**config.mk**
```make
export PLATFORM = sky130hd
export DESIGN_NAME = rx_frame_sync
export DESIGN_NICKNAME = d
export VERILOG_FILES = /design/src/rtl/fsync_pkg.sv /design/src/rtl/fsync_carrier_track.sv /design/src/rtl/fsync_lat_timer.sv /design/src/rtl/fsync_hunter.sv /design/src/rtl/rx_frame_sync.sv
export SDC_FILE = /design/constraint.sdc
export NUM_CORES = 1
export LEC_CHECK = 0
export BUFFER_PORTS_ARGS = -buffer_cell sky130_fd_sc_hd__buf_2
export CAP_MARGIN = 30
export CELL_PAD_IN_SITES_DETAIL_PLACEMENT = 1
export CELL_PAD_IN_SITES_GLOBAL_PLACEMENT = 2
export CORE_ASPECT_RATIO = 1.2
export CORE_UTILIZATION = 29
export CTS_CLUSTER_SIZE = 10
export DETAILED_ROUTE_END_ITERATION = 6
export PLACE_DENSITY = 0.69
export SLEW_MARGIN = 40
export SYNTH_ARGS = -nofsm -noshare
export SYNTH_HDL_FRONTEND = slang
export SYNTH_SLANG_ARGS = --single-unit
```
**constraint.sdc**
```tcl
create_clock -name clk -period 1.5 [get_ports clk]
set_input_delay 0.075 -clock clk [delete_from_list [all_inputs] [get_ports clk]]
set_output_delay 0.075 -clock clk [all_outputs]
set_load 0.03 [all_outputs]
```
**src/rtl/fsync_pkg.sv**
```systemverilog
package fsync_pkg;

    typedef enum logic [1:0] {
        PH_IDLE   = 2'd0,
        PH_SETTLE = 2'd1,
        PH_HUNT   = 2'd2,
        PH_PASS   = 2'd3
    } rx_phase_e;

    typedef struct packed {
        logic hit;   // closing double-one seen after a long enough run
        logic miss;  // pattern broken
    } verdict_t;

    // Alternating bits required before the closing one, by leading bit.
    function automatic int run_need(input logic lead_bit, input int min_pairs);
        return lead_bit ? (2 * min_pairs + 3) : (2 * min_pairs + 2);
    endfunction

endpackage

```
**src/rtl/fsync_carrier_track.sv**
```systemverilog
module fsync_carrier_track (
    input  logic clk,
    input  logic rst,
    input  logic crs_i,
    output logic rise_o,
    output logic prev_o,
    output logic trail_o
);
    logic prev_q;
    logic trail_q;

    always_ff @(posedge clk) begin
        if (rst) begin
            prev_q  <= 1'b0;
            trail_q <= 1'b0;
        end else begin
            prev_q <= crs_i;
            if (!crs_i) begin
                // first low edge after a high one clears, any later low edge sets
                trail_q <= !prev_q;
            end
        end
    end

    assign rise_o  = crs_i & ~prev_q;
    assign prev_o  = prev_q;
    assign trail_o = trail_q;
endmodule

```
**src/rtl/fsync_lat_timer.sv**
```systemverilog
module fsync_lat_timer #(
    parameter int SHORT_LAT = 2,
    parameter int LONG_LAT  = 3
) (
    input  logic clk,
    input  logic rst,
    input  logic load_i,
    input  logic long_i,
    input  logic run_i,
    output logic done_o
);
    localparam int MAX_LOAD = (LONG_LAT > SHORT_LAT ? LONG_LAT : SHORT_LAT) - 2;
    localparam int CW       = (MAX_LOAD > 0) ? $clog2(MAX_LOAD + 1) : 1;
    localparam logic [CW-1:0] LOAD_S = CW'(SHORT_LAT - 2);
    localparam logic [CW-1:0] LOAD_L = CW'(LONG_LAT - 2);

    generate
        if (MAX_LOAD == 0) begin : g_fixed
            assign done_o = 1'b1;
        end else begin : g_count
            logic [CW-1:0] cnt_q;
            always_ff @(posedge clk) begin
                if (rst) begin
                    cnt_q <= '0;
                end else if (load_i) begin
                    cnt_q <= long_i ? LOAD_L : LOAD_S;
                end else if (run_i && (cnt_q != '0)) begin
                    cnt_q <= cnt_q - 1'b1;
                end
            end
            assign done_o = (cnt_q == '0);
        end
    endgenerate
endmodule

```
**src/rtl/fsync_hunter.sv**
```systemverilog
module fsync_hunter
    import fsync_pkg::*;
#(
    parameter int MIN_PAIRS = 3
) (
    input  logic     clk,
    input  logic     rst,
    input  logic     clr_i,
    input  logic     take_i,
    input  logic     bit_i,
    output verdict_t verdict_o
);
    localparam int SAT = 2 * MIN_PAIRS + 3;
    localparam int CW  = $clog2(SAT + 1);
    localparam logic [CW-1:0] NEED0 = CW'(run_need(1'b0, MIN_PAIRS));
    localparam logic [CW-1:0] NEED1 = CW'(run_need(1'b1, MIN_PAIRS));
    localparam logic [CW-1:0] SAT_V = CW'(SAT);

    logic          armed_q;
    logic          lead_q;
    logic          last_q;
    logic [CW-1:0] run_q;
    logic [CW-1:0] need;

    assign need = lead_q ? NEED1 : NEED0;

    always_comb begin
        verdict_o = '0;
        if (take_i && armed_q && (bit_i == last_q)) begin
            if (bit_i && (run_q >= need)) begin
                verdict_o.hit = 1'b1;
            end else begin
                verdict_o.miss = 1'b1;
            end
        end
    end

    always_ff @(posedge clk) begin
        if (rst || clr_i) begin
            armed_q <= 1'b0;
            lead_q  <= 1'b0;
            last_q  <= 1'b0;
            run_q   <= '0;
        end else if (take_i) begin
            if (!armed_q) begin
                armed_q <= 1'b1;
                lead_q  <= bit_i;
                last_q  <= bit_i;
                run_q   <= CW'(1);
            end else begin
                last_q <= bit_i;
                if (run_q < SAT_V) begin
                    run_q <= run_q + 1'b1;
                end
            end
        end
    end
endmodule

```
**src/rtl/rx_frame_sync.sv**
```systemverilog
module rx_frame_sync
    import fsync_pkg::*;
#(
    parameter int MIN_PAIRS = 3,
    parameter int SHORT_LAT = 2,
    parameter int LONG_LAT  = 3
) (
    input  logic clk,
    input  logic rst,
    input  logic crs_i,
    input  logic rxd_i,
    output logic sync_o,
    output logic dval_o,
    output logic dbit_o,
    output logic err_o,
    output logic trail_o
);
    rx_phase_e phase_q;
    logic      crs_rise;
    logic      crs_prev;
    logic      settle_done;
    logic      hunt_take;
    verdict_t  verdict;

    logic sync_q, dval_q, dbit_q, err_q;

    fsync_carrier_track u_track (
        .clk     (clk),
        .rst     (rst),
        .crs_i   (crs_i),
        .rise_o  (crs_rise),
        .prev_o  (crs_prev),
        .trail_o (trail_o)
    );

    fsync_lat_timer #(
        .SHORT_LAT (SHORT_LAT),
        .LONG_LAT  (LONG_LAT)
    ) u_timer (
        .clk    (clk),
        .rst    (rst),
        .load_i (crs_rise),
        .long_i (trail_o),
        .run_i  (phase_q == PH_SETTLE),
        .done_o (settle_done)
    );

    assign hunt_take = (phase_q == PH_HUNT) && crs_i && !crs_rise;

    fsync_hunter #(
        .MIN_PAIRS (MIN_PAIRS)
    ) u_hunt (
        .clk       (clk),
        .rst       (rst),
        .clr_i     (crs_rise),
        .take_i    (hunt_take),
        .bit_i     (rxd_i),
        .verdict_o (verdict)
    );

    always_ff @(posedge clk) begin
        if (rst) begin
            phase_q <= PH_IDLE;
            sync_q  <= 1'b0;
            dval_q  <= 1'b0;
            dbit_q  <= 1'b0;
            err_q   <= 1'b0;
        end else begin
            sync_q <= 1'b0;
            dval_q <= 1'b0;
            dbit_q <= 1'b0;
            if (crs_rise) begin
                phase_q <= PH_SETTLE;
                err_q   <= 1'b0;
            end else begin
                unique case (phase_q)
                    PH_SETTLE: begin
                        if (!crs_i) begin
                            err_q   <= 1'b1;
                            phase_q <= PH_IDLE;
                        end else if (settle_done) begin
                            phase_q <= PH_HUNT;
                        end
                    end
                    PH_HUNT: begin
                        if (!crs_i) begin
                            err_q   <= 1'b1;
                            phase_q <= PH_IDLE;
                        end else if (verdict.hit) begin
                            sync_q  <= 1'b1;
                            phase_q <= PH_PASS;
                        end else if (verdict.miss) begin
                            err_q   <= 1'b1;
                            phase_q <= PH_IDLE;
                        end
                    end
                    PH_PASS: begin
                        if (crs_i) begin
                            dval_q <= 1'b1;
                            dbit_q <= rxd_i;
                        end else begin
                            phase_q <= PH_IDLE;
                        end
                    end
                    default: ;
                endcase
            end
        end
    end

    assign sync_o = sync_q;
    assign dval_o = dval_q;
    assign dbit_o = dbit_q;
    assign err_o  = err_q;
endmodule

```
==> impl_results.md <==
- Period minus WS final: 1.43 ns
- Top_reg_cell synth: dfxtp_1
- Pwr Density: 834 mW/mm^2
- TNS Setup: 0 ns
- Critical path arrival: 1.67 ns
- Ports: 9
- Post-Synth XOR/XNOR Area: 0.0339
- Clk slew on worst S/H paths: 0.10 ns
- Synthesized area: 738 um^2
- DRT Pass-1 Iters: 4
- Diodes inserted: 0
- Slew HR: 0.717
- Final worst-path setup slack: 0.0671 ns
- MaxCap Viol Count: 0
- Num CTS Buffers: 3
- Routed wire per std cell: 14.1 um
- Vias: 700
- Leak: approximately 0.36 nW
- CTS root buffer: clkbuf_4
- Routed WL: 1940 um
- Hold slack: 0.0699 ns
- Syn. warnings: 0
- FMAX: 0.698 GHz
- ANT nets after route: 0
- Outcome: finished clean
- Largest family of logic cells by synthesized area: simple AND/OR/NAND/NOR gates
- Commonest non-fill, non-tap cell in the layout: dfxtp_1
- Fillcell total: 290
- Register area share after synthesis: 0.434
- Hpwl dp: 1480 um
- RSZ-0062 raised after global routing: yes
- CP Max Fanout: 3
- Post-route DRC: 0
- Startpoint Class: register
- Share of layout cells above drive strength 1: 0.346
- Power Total: ~0.83 mW
- Worst min path class: in2reg
- Initial Utilization: 0.314
- Post-Synthesis Cells: 86
- Post-synth EDFFs: 0
- GPL Wtd Cong: 0.828
- Hold Fails Final Rpt: 0
- Fin crit share: 0.955
- Clock Skews: 0.00292 ns
- Setup WS pre-CTS: -0.0426 ns
- Initial DRC Count: 3
- Final max-slew violation count: 0
- FFs w/ async S/R, synth: 0
- Final setup viols: 0
- CTS tree: done
- Syn-to-layout area delta: 34.2%
- Syn Nets: 93
- Initial antenna violation count: 0
- Worst ir drop on vdd: 0.000358 V
- Simple-gate share of the synthesized area: 0.286
- Req. time, crit path: 1.74 ns
- Critical path endpoint category: register
- Row Count: 19
- Worst Setup Path Type: reg2reg
- GR Overflow Total: 0
- Synth Area in Compound Gates: 0.147
- Area of placed instances: slightly above 900 um^2
- Yosys reg bits: 16
- Height of the die: approximately 57 um
- Drt via density: slightly above 5
- Synth cell types: 33
- Largest net degree at the start of global routing: 14
- Tot GR Track Use: 0.169
- Die ar.: 0.00275 mm^2
- CTS H-tree lvls: 1
- Num Clock Sinks: 16
- Worst slew pin tran: between 0.4 and 0.5 ns
- PortBufs: 8
- Final Cell Area: 991 um^2
- Syn_area_per_cell: 8.58 um^2
- Vias in the first global route: approximately 760
- Clk buf depth: 2
- CORE AREA: 0.00235 mm^2
- Mux contribution to synthesized area: 0
- Clock latency on the worst-skew pair: between 0.2 and 0.3 ns
- First-pass GRT wire length: 3240 um
- Most frequent cells in the layout: dfxtp_1, buf_4, nor2_1
- Die X: 48.1 um
- Nets: 115
- Adder-cell share of the synthesized area: 0.0508
[cell families (layout without fill, tap and decap cells)]
| family | count (synthesis) | in the layout |
|---|---|---|
| AND/OR/NAND/NOR | 40 | 40 |
| AO/OA/AOI/OAI | 17 | 17 |
| flip-flops | 16 | 16 |
| buffers and inverters | 8 | 29 |
| adder cells (fa/ha/maj) | 3 | 3 |
| XOR/XNOR | 2 | 2 |
[synthesized netlist by cell type, types with 2 or more instances]
library cell  number  area share
a21oi_1            8       0.054
clkbuf_1           2       0.010
dfxtp_1           16        0.43
ha_1               3       0.051
inv_1              4       0.020
nand2_1            8       0.041
nand3_1            3       0.020
nor2_1             9       0.046
nor2b_1            3       0.025
nor3_1             5       0.034
nor4_1             3       0.025
[per-layer routing]
| metal | track usage | up-vias | part of all wire |
|---|---|---|---|
| met4 | 0.0714 | 0 | 0.014 |
| li1 | - | 352 | - |
| met5 | 0 | - | 0 |
| met1 | 0.182 | 336 | 0.41 |
| met2 | 0.303 | 8 | 0.56 |
| met3 | 0.0285 | 4 | 0.016 |
[path summary, 6_finish.rpt]
check	start	endpoint	slack, ns	depth (start not counted)
worst min register to register	u_track.trail_o	u_timer.g_count.cnt_q	0.48	2
worst min-delay path	rxd_i	u_hunt.last_q	0.07	3
worst max-delay path	u_hunt.run_q[0]	err_o	0.07	6
worst max register to register	u_hunt.run_q[0]	err_o	0.07	6
[stage by stage]
step            util  instances
6_report       0.421        138
5_1_grt        0.421        138
4_1_cts        0.408        137
3_5_place_dp   0.385        131
3_3_place_gp   0.385        131
2_1_floorplan      -         86
[worst max-delay path, stage by stage (launching register included)]
cell      delay, ns
dfxtp_2        0.35
inv_2          0.05
ha_4           0.21
nor4b_4        0.29
nor3_2         0.08
a2111o_1       0.30
a21oi_2        0.11
[state kept, by name (all words and copies together) (netlist names)]
name                   flops
u_hunt.run_q               4
phase_q                    2
dbit_o                     1
dval_o                     1
err_o                      1
sync_o                     1
u_hunt.armed_q             1
u_hunt.last_q              1
u_hunt.lead_q              1
u_timer.g_count.cnt_q      1
u_track.prev_o             1
u_track.trail_o            1
[power by group]
part / switching [mW] / internal, mW
clock: 0.150 / 0.148
sequential: 0.00773 / 0.434
combinational: 0.0501 / 0.0360
[area by class of cell]
type	instances	area (um^2)	area share
Clock buffer	4	36.3	0.0366
Timing Repair Buffer	21	140	0.141
Sequential cell	16	324	0.327
Tap cell	31	38.8	0.0391
Multi-Input combinational cell	62	437	0.441
Inverter	4	15.0	0.0152
[timing repair]
action,4_1_cts,5_1_grt
pin swaps,3,1
endpoints found under the setup margin,1,3
buffers inserted,1,1
gates resized for setup,1,5
hold buffers,1,0
cloned,0,0
endpoints found under the hold margin,3,0
(Power assumes the default switching activity.)
